--- config.mk ---
export PLATFORM = sky130hd
export DESIGN_NAME = clk_source_ctrl
export DESIGN_NICKNAME = d
export VERILOG_FILES = /design/src/rtl/clk_src_pkg.sv /design/src/rtl/clk_src_ctrl.sv /design/src/rtl/clk_src_datapath.sv /design/src/rtl/clk_source_ctrl.sv
export SDC_FILE = /design/constraint.sdc
export NUM_CORES = 1
export LEC_CHECK = 0
export ABC_AREA = 0
export BUFFER_PORTS_ARGS = -buffer_cell sky130_fd_sc_hd__buf_2
export CAP_MARGIN = 20
export CORE_ASPECT_RATIO = 1.5
export CORE_MARGIN = 1.5
export CORE_UTILIZATION = 30
export DETAILED_ROUTE_END_ITERATION = 10
export PLACE_DENSITY = 0.5
export REMOVE_ABC_BUFFERS = 1
export SYNTH_ARGS = -nofsm -noshare
export SYNTH_HDL_FRONTEND = slang
export SYNTH_SLANG_ARGS = --single-unit
--- constraint.sdc ---
create_clock -name clk -period 2.6 [get_ports clk]
set_input_delay 0.26 -clock clk [delete_from_list [all_inputs] [get_ports clk]]
set_output_delay 0.26 -clock clk [all_outputs]
set_load 0.02 [all_outputs]
--- src/rtl/clk_src_pkg.sv ---
package clk_src_pkg;

  typedef enum logic [2:0] {
    OP_ENABLE  = 3'd0,
    OP_DISABLE = 3'd1,
    OP_REQUEST = 3'd2,
    OP_SWITCH  = 3'd3,
    OP_RECOVER = 3'd4
  } cmd_op_e;

  // strobes from control to datapath
  typedef struct packed {
    logic doEnable;
    logic doDisable;
    logic latchSut;
    logic doSwitch;
    logic rejectSwitch;
    logic doRecover;
  } strobes_t;

endpackage

--- src/rtl/clk_src_ctrl.sv ---
module clk_src_ctrl
  import clk_src_pkg::*;
#(
  parameter int NSRC         = 5,
  parameter int SRC_W        = 4,
  parameter int SUT_W        = 2,
  parameter int SUT_LOG2 [4] = '{4, 8, 10, 14}
) (
  input  logic             clk,
  input  logic             rstN,
  input  logic             cmdValid,
  input  logic [2:0]       cmdOp,
  input  logic [SRC_W-1:0] selSrc,
  input  logic [SUT_W-1:0] selSut,
  input  logic [NSRC-1:0]  srcEn,
  input  logic [SRC_W-1:0] sysSrc,
  input  logic [NSRC-1:0]  srcTick,
  output strobes_t         st,
  output logic             ready,
  output logic             busy
);
  localparam int IDX_W = (NSRC > 1) ? $clog2(NSRC) : 1;
  localparam int CNT_W = SUT_LOG2[3] + 1;

  logic [IDX_W-1:0] tgt;
  logic             inRange;
  logic             addrCmd;
  logic             swOk;
  logic             startReq;
  logic [IDX_W-1:0] cntSrc;
  logic [SUT_W-1:0] cntSut;
  logic [CNT_W-1:0] cnt;
  logic [CNT_W-1:0] limit;
  cmd_op_e          op;

  assign op      = cmd_op_e'(cmdOp);
  assign tgt     = selSrc[IDX_W-1:0];
  assign inRange = (selSrc < SRC_W'(NSRC));
  assign addrCmd = cmdValid && inRange;
  assign swOk    = ready && !busy && (cntSrc == tgt) && srcEn[tgt];
  assign startReq = addrCmd && (op == OP_REQUEST);
  assign limit   = CNT_W'(1) << SUT_LOG2[cntSut];

  always_comb begin
    st              = '0;
    st.doEnable     = addrCmd && (op == OP_ENABLE);
    st.doDisable    = addrCmd && (op == OP_DISABLE) && (selSrc != sysSrc);
    st.latchSut     = addrCmd && (op == OP_ENABLE || op == OP_REQUEST || op == OP_SWITCH);
    st.doSwitch     = addrCmd && (op == OP_SWITCH) && swOk;
    st.rejectSwitch = addrCmd && (op == OP_SWITCH) && !swOk;
    st.doRecover    = cmdValid && (op == OP_RECOVER);
  end

  always_ff @(posedge clk or negedge rstN) begin
    if (!rstN) begin
      busy   <= 1'b0;
      ready  <= 1'b0;
      cnt    <= '0;
      cntSrc <= '0;
      cntSut <= '0;
    end else if (startReq) begin
      busy   <= 1'b1;
      ready  <= 1'b0;
      cnt    <= '0;
      cntSrc <= tgt;
      cntSut <= selSut;
    end else if (busy && srcTick[cntSrc] && srcEn[cntSrc]) begin
      if (cnt == limit - CNT_W'(1)) begin
        busy  <= 1'b0;
        ready <= 1'b1;
        cnt   <= '0;
      end else begin
        cnt <= cnt + CNT_W'(1);
      end
    end
  end

  // a new count always begins with the flag low
  assert_ready_clear_R5: assert property (@(posedge clk) disable iff (!rstN)
    startReq |=> !ready);
  // the flag can only rise at the end of a running count
  assert_ready_from_count_R5: assert property (@(posedge clk) disable iff (!rstN)
    $rose(ready) |-> $past(busy));
  // with no count running and no new request, the flag holds
  assert_ready_sticky_R6: assert property (@(posedge clk) disable iff (!rstN)
    (!busy && !startReq) |=> $stable(ready));

endmodule

--- src/rtl/clk_src_datapath.sv ---
module clk_src_datapath
  import clk_src_pkg::*;
#(
  parameter int NSRC      = 5,
  parameter int SRC_W     = 4,
  parameter int SUT_W     = 2,
  parameter int RESET_SRC = 0
) (
  input  logic                  clk,
  input  logic                  rstN,
  input  strobes_t              st,
  input  logic                  selWe,
  input  logic [SRC_W-1:0]      selSrcIn,
  input  logic [SUT_W-1:0]      selSutIn,
  output logic [SRC_W-1:0]      selSrc,
  output logic [SUT_W-1:0]      selSut,
  output logic [NSRC-1:0]       srcEn,
  output logic [SUT_W*NSRC-1:0] srcStartup,
  output logic [SRC_W-1:0]      sysSrc,
  output logic                  switchErr
);
  localparam int IDX_W = (NSRC > 1) ? $clog2(NSRC) : 1;

  logic [IDX_W-1:0] tgt;
  assign tgt = selSrc[IDX_W-1:0];

  always_ff @(posedge clk or negedge rstN) begin
    if (!rstN) begin
      selSrc <= '0;
      selSut <= '0;
    end else begin
      if (selWe) begin
        selSrc <= selSrcIn;
        selSut <= selSutIn;
      end
      if (st.doRecover) selSrc <= sysSrc;
    end
  end

  for (genvar i = 0; i < NSRC; i++) begin : g_src
    always_ff @(posedge clk or negedge rstN) begin
      if (!rstN) begin
        srcEn[i]                       <= (i == RESET_SRC);
        srcStartup[SUT_W*i +: SUT_W]   <= '0;
      end else begin
        if (st.doEnable && tgt == IDX_W'(i))       srcEn[i] <= 1'b1;
        else if (st.doDisable && tgt == IDX_W'(i)) srcEn[i] <= 1'b0;
        if (st.latchSut && tgt == IDX_W'(i))
          srcStartup[SUT_W*i +: SUT_W] <= selSut;
      end
    end
  end

  always_ff @(posedge clk or negedge rstN) begin
    if (!rstN) begin
      sysSrc    <= SRC_W'(RESET_SRC);
      switchErr <= 1'b0;
    end else if (st.doSwitch) begin
      sysSrc    <= selSrc;
      switchErr <= 1'b0;
    end else if (st.rejectSwitch) begin
      switchErr <= 1'b1;
    end
  end

  // the source driving the system clock can never be off
  assert_sys_enabled_R4: assert property (@(posedge clk) disable iff (!rstN)
    srcEn[sysSrc[IDX_W-1:0]]);
  // the system source number stays inside the legal range
  assert_sys_range_R9: assert property (@(posedge clk) disable iff (!rstN)
    sysSrc < SRC_W'(NSRC));
  // recover returns the system source number
  assert_recover_value_R8: assert property (@(posedge clk) disable iff (!rstN)
    st.doRecover |=> (selSrc == $past(sysSrc)));

endmodule

--- src/rtl/clk_source_ctrl.sv ---
module clk_source_ctrl
  import clk_src_pkg::*;
#(
  parameter int NSRC         = 5,
  parameter int SRC_W        = 4,
  parameter int SUT_W        = 2,
  parameter int RESET_SRC    = 0,
  parameter int SUT_LOG2 [4] = '{4, 8, 10, 14}
) (
  input  logic                  clk,
  input  logic                  rstN,
  input  logic                  selWe,
  input  logic [SRC_W-1:0]      selSrcIn,
  input  logic [SUT_W-1:0]      selSutIn,
  input  logic                  cmdValid,
  input  logic [2:0]            cmdOp,
  input  logic [NSRC-1:0]       srcTick,
  output logic [SRC_W-1:0]      selSrc,
  output logic [SUT_W-1:0]      selSut,
  output logic [NSRC-1:0]       srcEn,
  output logic [SUT_W*NSRC-1:0] srcStartup,
  output logic [SRC_W-1:0]      sysSrc,
  output logic                  ready,
  output logic                  switchErr
);
  strobes_t st;
  logic     busy;

  clk_src_ctrl #(.NSRC(NSRC), .SRC_W(SRC_W), .SUT_W(SUT_W), .SUT_LOG2(SUT_LOG2)) u_ctrl (
    .clk(clk), .rstN(rstN), .cmdValid(cmdValid), .cmdOp(cmdOp),
    .selSrc(selSrc), .selSut(selSut), .srcEn(srcEn), .sysSrc(sysSrc),
    .srcTick(srcTick), .st(st), .ready(ready), .busy(busy)
  );

  clk_src_datapath #(.NSRC(NSRC), .SRC_W(SRC_W), .SUT_W(SUT_W), .RESET_SRC(RESET_SRC)) u_dp (
    .clk(clk), .rstN(rstN), .st(st), .selWe(selWe), .selSrcIn(selSrcIn),
    .selSutIn(selSutIn), .selSrc(selSrc), .selSut(selSut), .srcEn(srcEn),
    .srcStartup(srcStartup), .sysSrc(sysSrc), .switchErr(switchErr)
  );

  // the system source only moves after a completed count with no count running
  assert_switch_gated_R7: assert property (@(posedge clk) disable iff (!rstN)
    (sysSrc != $past(sysSrc)) |-> ($past(ready) && !$past(busy)));

endmodule

==> flow_results.org, run 1 <==
** Clock tree
- Number of buffers created by CTS :: 5
- The clock reaches the later pin of the worst-skew pair after 0.29 ns.
- In this run the clock root is driven by a sky130_fd_sc_hd__clkbuf_16.
- Clock-pin slew was measured on the worst setup and hold paths at approximately 0.07 ns.
- Bufs on Longest Clock Path :: 2
- Post_cts resized :: 0
- Post-CTS timing repair inserted 0 buffers for setup.
- TritonCTS built the clock tree.
- CTS saw 48 sinks.
- CTS built an H-tree with a depth of 2.
- Hold_buf cts :: 1

** GRT
- Summed over all layers, the global routing overflow is 0.
- Wire length of the first global-routing pass :: between 10 and 15 mm
- GRT Util Overall :: 16.21%
- Via count of the first global-routing pass :: around 2200
- Number of antenna violations at the first check in global routing :: 0
- Pin count of the biggest net entering global routing :: 21

** Final layout
- Fraction of final layout cells with drive strength greater than 1 :: 26.21%
- Register area :: between 1000 and 1500 sq um
- The multi-input combinational cells in the finished layout cover a total of around 1300 sq um.
- Excluding fillers, the count of instances in the completed layout stands at 416.
- Layout area overhead :: 20.48%
- # fillers :: ~900
- Commonest non-fill, non-tap cell in the layout :: sky130_fd_sc_hd__dfrtp_1
- Final net count :: between 300 and 400
- Most frequent cells in the layout :: sky130_fd_sc_hd__dfrtp_1, sky130_fd_sc_hd__buf_2, sky130_fd_sc_hd__nand2_1, sky130_fd_sc_hd__o21ai_0
- The repair_antennas step left the layout with diodes totalling 0.

** Power
- Power comes to 2.475 mW.
- Power per cell area :: roughly 790 nW/um^2
- The worst-case IR drop observed on VDD is roughly 0.00046 V.
- Leak Pwr :: about 1.4 nW

** Worst setup path
- Along the worst path, the maximum fanout reaches 10.
- Measured in cells, the most critical reg-to-reg path has a length of 8.
- Flop2flop setup slack :: 0.22 ns
- Endpoint of the lowest-slack register-to-register path :: u_ctrl.cnt[10]
- Worst reg2reg path startpoint :: u_ctrl.cntSut[1]
- At the worst endpoint, the arrival time is roughly 2.6 ns.
- Path type of the worst setup path :: reg2reg
- For the worst setup path, the data required time is between 2 and 3 ns.
- The worst setup path is launched from a register.
- Capturing element type of the critical path :: register

** Yosys
- Synthesis produced a netlist whose cell count is ~260.
- Yosys mapped a number of flops with a built-in enable equal to 0.
- Proportion of synthesized chip area in sequential cells :: around 46%
- Synthesized cell area :: 2596 sq um
- Prevailing post-synth register cell :: sky130_fd_sc_hd__dfrtp_1
- Flip-flop and latch count after synthesis :: between 40 and 50
- Share of async-settable or async-resettable flops after synthesis :: 100.0%
- Averaged over all synthesized cells, the footprint is 10.02 sq um.
- The Yosys step of the flow raised 0 warnings.
- The number of different library cells used by synthesis comes to 51.

** Timing
- Final clock period utilization by the worst path :: 91.69%
- Achievable clock frequency :: approximately 420 MHz
- The final hold violation count was 0.
- Hold Worst Slack :: 0.1961 ns
- Transition at the pin with the smallest max-transition slack :: 0.5427 ns
- Minimum clock period :: approximately 2.4 ns
- Headroom to the max-slew limit came out at between 60% and 70%.
- Setup violations remaining at the end of the flow were counted as 0.
- The final number of max-transition violations came to 0.
- Final-layout setup total negative slack :: 0 ns
- Unrepaired setup endpoints after global routing :: false
- Setup clock skew after layout :: roughly 0.0072 ns
- PnR worst setup slack :: 0.2160 ns

** Drt
- After detailed routing, the number of remaining DRC violations is 0.
- Via count of the routed design :: 2190
- Iteration count of the initial detailed-routing pass :: 5
- Met3 Wirelength :: around 270 um
- Vias per std cell :: about 5.3
- First-iteration detailed-routing DRC count :: around 130
- Routed metal-1 wire length :: 2.654 mm
- Top Metal Used :: met4
- Routed length per placed instance :: roughly 17 um
- Met2 Routed Length :: roughly 3.8 mm
- Routed WL :: just under 7 mm
- The count of nets left with antenna violations once routing finished came out at 0.

** Placed design
- The wire-length estimate of the detail-placed layout is roughly 5.1 mm.
- Number of placed cells counting well taps :: 407
- Post-placement worst setup slack :: ~0.25 ns
- Port bufs :: 44
- Routability-driven placement finished with a final weighted congestion of 0.8362.

** Min path
- The worst hold path belongs to the class in2reg.
- In this run the most critical hold path is launched from selSutIn[0].
- The path with the worst hold slack has its endpoint at u_dp.selSut[0].
- The worst hold path was traced through 2 stages.

** Floorplan
- Horizontal extent of the die :: around 79 um
- The die is between 100 and 150 um tall.
- Pin placement for this block handled 45 I/O pins.
- Number of rows created at floorplan :: 41
- Die Area :: ~9200 sq um
- Area inside the core boundary :: 8413 sq um
- The initial utilization of the core area, before any placement, comes to 30.86%.

** Flow run
- Number of max-capacitance violations reported :: 0

** Run status
- Outcome :: complete, no violations
## cell type report
cell class	instances	share of cell area (%)
multi-input cells	193	42.12
repair buffers	55	9.760
flip-flops and latches	48	38.44
well taps	107	4.280
clock buffers	5	4.000
inverters	5	0.6000
clock inverters	3	0.8000
## routing by layer
metal	vias to the layer above	global-route usage, %
met5	-	0
met4	0	7.135
met3	13	3.178
met2	69	30.63
met1	1059	17.37
li1	1049	-
## cells by family (layout without fill, tap and decap cells)
| logic type | after synthesis | in the layout | synth area share (%) |
|---|---|---|---|
| AND/OR/NAND/NOR | 105 | 105 | 22.75 |
| AO/OA/AOI/OAI | 55 | 55 | 13.35 |
| adder cells (fa/ha/maj) | 2 | 2 | 0.9637 |
| XOR/XNOR | 9 | 9 | 3.036 |
| flip-flops | 48 | 48 | 46.31 |
| buffers and inverters | 18 | 68 | 2.940 |
| multiplexers | 22 | 22 | 10.65 |
## registers in the layout, summed over array words and instances (netlist names)
| signal | flops |
|---|---|
| u_ctrl.busy | 1 |
| u_dp.srcStartup | 10 |
| u_dp.sysSrc | 4 |
| u_dp.srcEn | 5 |
| u_ctrl.ready | 1 |
| u_dp.switchErr | 1 |
| u_ctrl.cntSrc | 3 |
| u_dp.selSrc | 4 |
| u_ctrl.cnt | 15 |
| u_ctrl.cntSut | 2 |
| u_dp.selSut | 2 |
## synthesized netlist by cell type (all sizes together) (2+ instances only)
master / n / area (sq um)
mux2: 15 / 168.9
xor2: 2 / 17.52
nand4b: 3 / 26.28
nand3b: 2 / 15.01
a31oi: 6 / 37.54
o211ai: 4 / 30.03
and3: 3 / 18.77
a21oi: 9 / 45.04
inv: 5 / 18.77
clkbuf: 6 / 22.52
and2: 2 / 12.51
dfrtp: 47 / 1176
or2: 2 / 12.52
xnor2: 7 / 61.31
nand3: 15 / 87.59
o21ai: 23 / 115.1
nor4: 3 / 33.78
nor2b: 4 / 25.02
nand2b: 2 / 12.51
and4: 2 / 17.52
a32oi: 4 / 35.03
nor3: 2 / 10.01
nand4: 12 / 81.33
nand2: 32 / 125.1
nor2: 15 / 58.81
buf: 7 / 35.03
ha: 2 / 25.02
o41ai: 4 / 35.03
or4: 2 / 18.77
mux2i: 6 / 85.08
## report_power, final
group	switching [mW]	total [mW]	internal, mW
clock	0.303	0.667	0.364
combinational	0.469	0.773	0.304
sequential	0.148	1.04	0.888
total	0.919	2.48	1.56
## worst max-delay path by stage
stage | startpoint | endpoint
5_1_grt | u_ctrl.cntSut[1] | u_ctrl.cnt[10]
6_report | u_ctrl.cntSut[1] | u_ctrl.cnt[10]
3_5_place_dp | u_ctrl.cntSut[1] | u_ctrl.cnt[10]
4_1_cts | u_ctrl.cntSut[1] | u_ctrl.cnt[10]
2_1_floorplan | u_ctrl.cntSut[1] | u_ctrl.cnt[10]
3_3_place_gp | u_ctrl.cntSut[1] | u_ctrl.cnt[10]
## critical path: stages (launching register included)
cell	delay [ns]
sky130_fd_sc_hd__dfrtp_1	0.42
sky130_fd_sc_hd__or2_2	0.36
sky130_fd_sc_hd__ha_1	0.32
sky130_fd_sc_hd__xnor2_1	0.24
sky130_fd_sc_hd__nor4_4	0.05
sky130_fd_sc_hd__buf_4	0.18
sky130_fd_sc_hd__nand3_4	0.15
sky130_fd_sc_hd__or4b_1	0.44
sky130_fd_sc_hd__a21oi_1	0.15
## per-stage QoR
step	area [sq um]	utilization (%)
final	3128	37.18
after global placement	2968	35.28
after CTS	3128	37.18
after detailed placement	2968	35.28
after floorplan	2539	-
after global routing	3128	37.18
Power figures use the tool's default switching activity.
==> run 2, diff against run 1 <==
--- a/config.mk
+++ b/config.mk
@@ -16,4 +16,5 @@
 export REMOVE_ABC_BUFFERS = 1
 export SYNTH_ARGS = -nofsm -noshare
 export SYNTH_HDL_FRONTEND = slang
+export SYNTH_HIERARCHICAL = 1
 export SYNTH_SLANG_ARGS = --single-unit
==> flow_results.org, run 2 <==
** Floorplan
- The area of the core was 8464 sq um (was 8413 sq um).
- Count of pins on the block boundary :: 45 (unchanged)
- Number of rows created at floorplan :: 41 (unchanged)
- Horizontal extent of the die :: 79.32 um (was 78.96 um)
- Initial Utilization :: 30.97% (was 30.86%)
- Die Area :: 9319 sq um (was 9233 sq um)
- Die H :: 117.5 um (was 116.9 um)

** Clock tree
- The H-tree depth reported by CTS was 2 (unchanged).
- The clock transition at the registers of the reported paths was 0.06 ns (was 0.07 ns).
- Number of buffers created by CTS :: 5 (unchanged)
- Cell at the root of the clock tree :: sky130_fd_sc_hd__clkbuf_16 (unchanged)
- Clk sinks :: 48 (unchanged)
- Post_cts resized :: 0 (unchanged)
- The TritonCTS clock tree is done (unchanged).
- The clock insertion delay at the later pin of the skew report came to 0.29 ns (about the same).
- Bufs on Longest Clock Path :: 2 (unchanged)

** GRT
- The pin count of the biggest net entering global routing was 29 (was 21).
- Number of antenna violations at the first check in global routing :: 0 (unchanged)
- Via count of the first global-routing pass :: 2281 (was 2192)
- GRT Util Overall :: 14.86% (was 16.21%)
- The remaining global-route overflow is 0 (unchanged).
- The global-route wire length before repair is 11.01 mm (was 11.34 mm).

** Timing
- Normalized max-slew margin :: 49.39% (was 63.54%)
- Setup clock skew after layout :: 0.002368 ns (was 0.007199 ns)
- Transition at the pin with the smallest max-transition slack :: 0.7533 ns (was 0.5427 ns)
- The final cycle utilization of the critical path came to 88.14% (was 91.69%).
- PnR worst setup slack :: 0.3084 ns (was 0.2160 ns)
- Hold Fails Final Rpt :: 0 (unchanged)
- Unrepaired setup endpoints after global routing: false (unchanged).
- Final-layout setup total negative slack :: 0 ns (unchanged)
- Number of pins exceeding their max-slew limit in the final report :: 0 (unchanged)
- The time the worst path needs with I/O delays and setup is 2.292 ns (was 2.384 ns).
- Achievable clock frequency :: 436.4 MHz (was 419.5 MHz)
- Final setup violation count :: 0 (unchanged)

** Worst setup path
- Capturing element type of the critical path :: register (unchanged)
- Largest driver fanout on the critical path :: 11 (was 10)
- Path type of the worst setup path :: reg2reg (unchanged)
- The slack of the worst reg-to-reg path came to 0.31 ns (was 0.22 ns).
- Top delay family on crit path :: simple AND/OR/NAND/NOR gates (unchanged)
- The arrival time at the worst endpoint came to 2.51 ns (was 2.60 ns).
- The largest stage delay on the critical path is 0.54 ns (was 0.44 ns).
- Required time reported for the critical path endpoint :: 2.82 ns (about the same)
- Cell depth of the worst flop-to-flop path :: 6 (was 8)
- The launch instance of the worst register-to-register path is u_dp/selSrc[0] (was u_ctrl.cntSut[1]).
- The type of element launching the critical path was a register (unchanged).
- The sum of buffers and inverters on the critical path is 1 (unchanged).
- Cells traversed along the worst timing path :: buf_4 -> o21ai_0 -> nand3_1 -> nor4b_1 -> or4b_1 -> a22o_1 (was or2_2 -> ha_1 -> xnor2_1 -> nor4_4 -> buf_4 -> nand3_4 -> or4b_1 -> a21oi_1)
- Endpoint of the lowest-slack register-to-register path :: u_dp/srcEn[0] (was u_ctrl.cnt[10])
- Library cell contributing the largest single delay on the critical path :: sky130_fd_sc_hd__nor4b_1 (was sky130_fd_sc_hd__or4b_1)

** Yosys
- Number of enable-type register cells in the synthesized netlist :: 0 (unchanged)
- The number of warnings issued by yosys was 6 (was 0).
- Synth unique cells :: 51 (unchanged)
- Number of standard cells after synthesis :: 259 (unchanged)
- Leading post-synthesis cells by cell area: sky130_fd_sc_hd__dfrtp_1, sky130_fd_sc_hd__mux2_2, sky130_fd_sc_hd__nand2_1, sky130_fd_sc_hd__or4_1, sky130_fd_sc_hd__nand3_1 (was sky130_fd_sc_hd__dfrtp_1, sky130_fd_sc_hd__nand2_1, sky130_fd_sc_hd__mux2_1, sky130_fd_sc_hd__o21ai_0, sky130_fd_sc_hd__nand3_1).
- Synth Area per Inst :: 10.12 sq um (was 10.02 sq um)
- The flip-flop and latch count after synthesis was 48 (unchanged).
- The most frequent cell after synthesis was sky130_fd_sc_hd__dfrtp_1 (unchanged).
- Synth top area share :: 44.87% (was 45.30%)
- Synthesized cell area :: 2621 sq um (was 2596 sq um)
- Synth cell count leaders: sky130_fd_sc_hd__dfrtp_1, sky130_fd_sc_hd__nand2_1, sky130_fd_sc_hd__mux2_2 (was sky130_fd_sc_hd__dfrtp_1, sky130_fd_sc_hd__nand2_1, sky130_fd_sc_hd__o21ai_0).
- Prevailing post-synth register cell :: sky130_fd_sc_hd__dfrtp_1 (unchanged)
- The sequential element share of the synthesized area is 45.87% (was 46.31%).
- Share of async-settable or async-resettable flops after synthesis :: 100.0% (unchanged)
- The cell taking the most area after synthesis is sky130_fd_sc_hd__dfrtp_1 (unchanged).

** Placed design
- Port bufs :: 44 (unchanged)
- The last weighted congestion value of the routability-driven placer is 0.7438 (was 0.8362).
- The pre-CTS setup slack is 0.3436 ns (was 0.2478 ns).
- The HPWL reported at the end of detailed placement was 4.630 mm (was 5.122 mm).

** Final layout
- The fraction of layout instances using a drive strength above 1 was 28.06% (was 26.21%).
- The number of nets in the layout was 329 (was 328).
- Antenna cell count :: 0 (unchanged)
- The register with the most flip-flops is u_ctrl/cnt (was u_ctrl.cnt).
- Layout area overhead :: 20.33% (was 20.48%)
- The number of flip-flops in the largest register is 15 (unchanged).
- Most frequent cells in the layout :: sky130_fd_sc_hd__dfrtp_1, sky130_fd_sc_hd__buf_2, sky130_fd_sc_hd__nand2_1, sky130_fd_sc_hd__mux2_2, sky130_fd_sc_hd__nand3_1 (was sky130_fd_sc_hd__dfrtp_1, sky130_fd_sc_hd__buf_2, sky130_fd_sc_hd__nand2_1, sky130_fd_sc_hd__o21ai_0)
- Largest registers in the final layout: u_ctrl/cnt: 15 flops, u_dp/srcStartup: 10 flops, u_dp/srcEn: 5 flops (was u_ctrl.cnt: 15 flops, u_dp.srcStartup: 10 flops, u_dp.srcEn: 5 flops).
- The most common library cell in the layout ignoring fill and taps is sky130_fd_sc_hd__dfrtp_1 (unchanged).

** Power
- The power spent charging and discharging nets was 0.8152 mW (was 0.9194 mW).
- The total internal power came to 1.616 mW (was 1.556 mW).
- The clock share of power came to 30.1% (was 27.0%).
- Sequential group share of total power :: 42.9% (was 41.8%)
- Sw Share :: 33.52% (was 37.15%)
- Power per cell area :: 770.9 nW/um^2 (was 791.3 nW/um^2)
- Overall Power :: 2.432 mW (was 2.475 mW)
- Worst voltage drop across the vdd grid :: 0.0004273 V (was 0.0004611 V)
- The leakage power was 1.457 nW (was 1.386 nW).
- The combinational fraction of design power was 27.0% (was 31.2%).

** Drt
- The number of remaining DRC errors came to 0 (unchanged).
- The DRC marker count from the first detailed-route iteration was 100 (was 127).
- The number of vias in the routed layout is 2183 (was 2190).
- Routed WL :: 6.379 mm (was 6.867 mm)
- Vias per std cell :: 5.235 (was 5.264)
- The average wire length per cell after detail routing came to 15.30 um (was 16.51 um).
- Post-detailed-route count of antenna-violating nets :: 0 (unchanged)
- The total iterations of the first detailed-routing run was 4 (was 5).

** Run status
- Outcome :: complete, no violations (unchanged)

** Min path
- Launch instance of the worst min-delay path :: selSutIn[0] (unchanged)
- Min-Delay Path Depth :: 2 (unchanged)
- Hold Path End :: u_dp/selSut[0] (was u_dp.selSut[0])
- Min-delay worst type :: in2reg (unchanged)

** Flow run
- The number of maximum-capacitance violations was 0 (unchanged).
run 2: cell count changes after synthesis, sizes merged, moves of 6 or more:
cell and delta:
o21ai -15, nand4 -6, nand2 +10, nor2 -8
xnor2 -6, or4 +9
run 2: worst reg2reg max path, stage by stage, from the launching register on:
cell	delay (ns)
sky130_fd_sc_hd__dfrtp_1	0.40
sky130_fd_sc_hd__buf_4	0.19
sky130_fd_sc_hd__o21ai_0	0.17
sky130_fd_sc_hd__nand3_1	0.25
sky130_fd_sc_hd__nor4b_1	0.54
sky130_fd_sc_hd__or4b_1	0.48
sky130_fd_sc_hd__a22o_1	0.19
run 2: power by group through the flow:
stage                     sequential, mW  combinational, mW  clock, mW
final                               1.04              0.657      0.731
after global routing                1.07              0.734      0.779
after CTS                           1.05              0.664      0.756
after detailed placement            1.06              0.662          0
after global placement              1.05              0.653          0
after floorplan                     1.13              0.330          0
run 2: worst max-delay path by stage:
| stage | startpoint | end | slack, ns | cells past startpoint |
|---|---|---|---|---|
| after floorplan | u_dp/selSrc[0] | u_dp/sysSrc[0] | -0.26 | 4 |
| after global placement | u_dp/selSrc[0] | u_dp/srcEn[0] | 0.30 | 6 |
| after detailed placement | u_dp/selSrc[1] | u_dp/sysSrc[3] | 0.34 | 7 |
| after CTS | u_dp/selSrc[1] | u_dp/sysSrc[1] | 0.30 | 7 |
| after global routing | u_dp/selSrc[1] | u_dp/sysSrc[3] | 0.09 | 7 |
| final | u_dp/selSrc[0] | u_dp/srcEn[0] | 0.31 | 6 |
run 2: area by class of cell:
class                      instances  area, sq um
fill                             889         5310
multi-input combinational        193         1319
sequential                        48         1202
timing repair buffer              56        312.8
tap                              107        133.9
clock buffer                       5        125.1
clock inverter                     3        42.54
inverter                           5        18.77
run 2: cells by family (layout without fill, tap and decap cells):
logic type | count (synthesis) | in the layout | synth area share, %
buf+inv | 18 | 69 | 3.819
xor+xnor | 6 | 6 | 2.005
simple gates | 122 | 122 | 27.40
mux | 22 | 22 | 9.165
compound gates | 41 | 41 | 10.79
flops | 48 | 48 | 45.87
fa+ha+maj | 2 | 2 | 0.9545
run 2: routing by layer:
metal | wire length [um] | GRT usage [%]
met4 | 68 | 4.605
met3 | 162 | 2.326
met1 | 2690 | 17.55
met5 | 0 | 0
met2 | 3458 | 26.92
run 2: what timing repair did:
action / in CTS / in global routing
hold buffers: 1 / 0
setup buffers: 0 / 0
hold endpoints to repair: 20 / 0
run 2: per-stage QoR:
| stage | cell area (sq um) | util [%] | hold WS (ns) | instances |
|---|---|---|---|---|
| 2_1_floorplan | 2540 | - | -0.03559 | 246 |
| 3_5_place_dp | 2977 | 35.17 | 0.2535 | 408 |
| 4_1_cts | 3154 | 37.27 | 0.1952 | 417 |
| 5_1_grt | 3154 | 37.27 | 0.2107 | 417 |
| 3_3_place_gp | 2977 | 35.17 | 0.2498 | 408 |
| 6_report | 3154 | 37.27 | 0.2026 | 417 |
==> run 3, diff against run 2 <==
--- a/config.mk
+++ b/config.mk
@@ -10,9 +10,9 @@
 export CAP_MARGIN = 20
 export CORE_ASPECT_RATIO = 1.5
 export CORE_MARGIN = 1.5
-export CORE_UTILIZATION = 30
+export CORE_UTILIZATION = 56
 export DETAILED_ROUTE_END_ITERATION = 10
-export PLACE_DENSITY = 0.5
+export PLACE_DENSITY = 0.82
 export REMOVE_ABC_BUFFERS = 1
 export SYNTH_ARGS = -nofsm -noshare
 export SYNTH_HDL_FRONTEND = slang
==> flow_results.org, run 3 (synthesis results as in run 2) <==
** Worst setup path
- Largest driver fanout on the critical path :: 20 (was 11)
- The arrival time at the worst endpoint is 2.61 ns (was 2.51 ns).
- The critical-path cell with the highest stage delay is sky130_fd_sc_hd__dfrtp_1 (was sky130_fd_sc_hd__nor4b_1).
- The critical path class is reg2reg (unchanged).
- Cells traversed along the worst timing path: buf_4 -> o21ai_0 -> nand3_1 -> a21oi_1 -> nor4b_4 -> mux2_2 (was buf_4 -> o21ai_0 -> nand3_1 -> nor4b_1 -> or4b_1 -> a22o_1).
- The worst path required time was 2.79 ns (was 2.82 ns).
- Stage delay of the slowest cell on the critical path :: 0.46 ns (was 0.54 ns)
- Count of buffer and inverter cells on the critical path :: 1 (unchanged)
- The type of element launching the critical path is a register (unchanged).
- The critical path's top delay family was compound AO/OA/AOI/OAI gates (was simple AND/OR/NAND/NOR gates).
- Capturing element type of the critical path :: register (unchanged)

** Timing
- Hold Fails Final Rpt :: 0 (unchanged)
- Final setup violation count :: 0 (unchanged)
- The final number of max-transition violations came to 0 (unchanged).
- The total negative slack is 0 ns (unchanged).
- Normalized max-slew margin :: 53.14% (was 49.39%)
- Unrepaired setup endpoints after global routing :: false (unchanged)
- The upper clock frequency limit came to 413.8 MHz (was 436.4 MHz).
- The actual transition at the worst max-transition pin was 0.6975 ns (was 0.7533 ns).
- The final cycle utilization of the critical path came to 92.95% (was 88.14%).
- Minimum clock period :: 2.417 ns (was 2.292 ns)
- The worst-case clock skew is 0.006181 ns (was 0.002368 ns).
- Hold Worst Slack :: 0.1867 ns (was 0.2026 ns)

** Drt
- The number of vias in the routed layout is 2200 (was 2183).
- Vias per std cell :: 6.180 (was 5.235)
- Drc violations :: 0 (unchanged)
- The remaining number of nets flagged by the antenna check after routing was 0 (unchanged).
- Routed length per placed instance :: 16.29 um (was 15.30 um)
- Routed WL :: 5.798 mm (was 6.379 mm)
- First-iteration detailed-routing DRC count :: 81 (was 100)
- The total iterations of the first detailed-routing run is 4 (unchanged).

** Clock tree
- Clk sinks :: 48 (unchanged)
- Number of buffers created by CTS :: 5 (unchanged)
- Bufs on Longest Clock Path :: 2 (unchanged)
- The clock transition at the registers of the reported paths is 0.09 ns (was 0.06 ns).
- CTS tree :: done (unchanged)
- The buffer cell driving the clock tree root is sky130_fd_sc_hd__clkbuf_8 (was sky130_fd_sc_hd__clkbuf_16).
- The clock insertion delay at the later pin of the skew report came to 0.30 ns (was 0.29 ns).
- The H-tree depth reported by CTS came to 2 (unchanged).
- The setup fix buffers added after clock tree synthesis was 0 (unchanged).

** Final layout
- Post-layout instance area :: 3032 sq um (was 3154 sq um)
- The number of flip-flops in the largest register is 15 (unchanged).
- Most frequent cells in the layout :: sky130_fd_sc_hd__dfrtp_1, sky130_fd_sc_hd__buf_2, sky130_fd_sc_hd__nand2_1, sky130_fd_sc_hd__mux2_2, sky130_fd_sc_hd__nand3_1 (unchanged)
- The final cell count without fillers was 356 (was 417).
- Register with the highest flop count :: u_ctrl/cnt (unchanged)
- Largest registers in the final layout :: u_ctrl/cnt: 15 flops, u_dp/srcStartup: 10 flops, u_dp/srcEn: 5 flops (unchanged)
- The area added between synthesis and finish came to 15.66% (was 20.33%).
- The most common library cell in the layout ignoring fill and taps is sky130_fd_sc_hd__dfrtp_1 (unchanged).
- The fraction of layout instances using a drive strength above 1 was 27.92% (was 28.06%).
- The number of nets in the layout came to 327 (was 329).
- The number of antenna diodes came to 0 (unchanged).

** GRT
- Total global routing overflow :: 0 (unchanged)
- Number of antenna violations at the first check in global routing :: 0 (unchanged)
- GRT Util Overall :: 24.10% (was 14.86%)
- Pin count of the biggest net entering global routing :: 49 (was 29)
- Via count of the first global-routing pass :: 2038 (was 2281)
- The global-route wire length before repair was 9.459 mm (was 11.01 mm).

** Power
- The total power consumption of the routed design came to 2.243 mW (was 2.432 mW).
- The leakage power is 1.432 nW (was 1.457 nW).
- The largest voltage drop on the vdd net was 0.0004904 V (was 0.0004273 V).
- The power density relative to cell area is 739.7 nW/um^2 (was 770.9 nW/um^2).

** Placed design
- The last weighted congestion value of the routability-driven placer was 0.7901 (was 0.7438).
- Number of placed cells counting well taps :: 346 (was 408)
- The post-detailed-placement cell area is 2880 sq um (was 2977 sq um).
- The number of port buffers came to 44 (unchanged).
- Post-DP HPWL :: 4.102 mm (was 4.630 mm)

** Floorplan
- The horizontal die dimension came to 58.86 um (was 79.32 um).
- Count of pins on the block boundary :: 45 (unchanged)
- Number of rows created at floorplan :: 30 (was 41)
- Area inside the core boundary :: 4504 sq um (was 8464 sq um)
- The die footprint was 5108 sq um (was 9319 sq um).
- Die H :: 86.79 um (was 117.5 um)
- The initial core utilization was 58.19% (was 30.97%).

** Min path
- Min-delay worst type :: in2reg (unchanged)

** Flow run
- Number of max-capacitance violations reported :: 0 (unchanged)

** Run status
- Outcome :: complete, no violations (unchanged)
[run 3: cell types whose count changed in the layout (fill, tap and decap cells not counted)]
cell	before	now
sky130_fd_sc_hd__clkbuf_16	5	0
sky130_fd_sc_hd__clkinv_4	0	2
sky130_fd_sc_hd__nand3_2	0	1
sky130_fd_sc_hd__clkinvlp_4	1	0
sky130_fd_sc_hd__clkinv_2	1	0
sky130_fd_sc_hd__buf_12	0	1
sky130_fd_sc_hd__clkbuf_8	0	5
sky130_fd_sc_hd__buf_4	11	8
sky130_fd_sc_hd__nand3_1	15	14
[run 3: what timing repair did]
item                       4_1_cts  5_1_grt
setup endpoints to repair        0        1
hold endpoints to repair         0        8
hold buffers                     0        1
gates resized for setup          0        1
[run 3: worst reg2reg max path: stages, from the launching register on]
cell	delay, ns
sky130_fd_sc_hd__dfrtp_1	0.46
sky130_fd_sc_hd__buf_4	0.24
sky130_fd_sc_hd__o21ai_0	0.24
sky130_fd_sc_hd__nand3_1	0.26
sky130_fd_sc_hd__a21oi_1	0.43
sky130_fd_sc_hd__nor4b_4	0.32
sky130_fd_sc_hd__mux2_2	0.37
[run 3: where the power goes]
| group | total, mW | switching [mW] | internal (mW) | leakage, nW |
|---|---|---|---|---|
| sequential | 1.04 | 0.148 | 0.889 | 0.581 |
| clock | 0.552 | 0.262 | 0.290 | 0.0583 |
| combinational | 0.654 | 0.381 | 0.273 | 0.793 |
[run 3: cell type report]
cell class | instances | area, sq um
clock buffers | 5 | 68.82
well taps | 48 | 60.06
repair buffers | 54 | 310.3
flip-flops and latches | 48 | 1202
inverters | 5 | 18.77
clock inverters | 3 | 47.55
fillers | 362 | 1473
multi-input cells | 193 | 1324
[run 3: metrics by stage]
step | util [%] | worst slack [ns]
global route | 67.31 | 0.02106
floorplan | - | -0.2584
global placement | 63.94 | 0.2723
detailed placement | 63.94 | 0.2350
CTS | 66.53 | 0.2146
finish | 67.31 | 0.1832
[run 3: worst paths after layout]
path                                startpoint            endpoint  slack [ns]  depth (start not counted)
worst max-delay path            u_dp/selSrc[0]  u_dp/srcStartup[0]        0.18                          6
worst min-delay path               selSutIn[1]      u_dp/selSut[1]        0.19                          2
worst max register to register  u_dp/selSrc[0]  u_dp/srcStartup[0]        0.18                          6
worst min register to register  u_dp/switchErr      u_dp/switchErr        0.51                          2
max in group asynchronous                 rstN       u_dp/srcEn[0]        1.73                          3
min in group asynchronous                 rstN       u_ctrl/cnt[9]        0.33                          2
[run 3: routing by layer]
metal  global-route usage, %  vias up  part of all wire, %
met3                   3.433       11                  2.9
li1                        -     1073                    -
met4                   10.54        0                  2.0
met1                   30.45     1064                   41
met2                   40.40       52                   54
met5                       0        -                    0
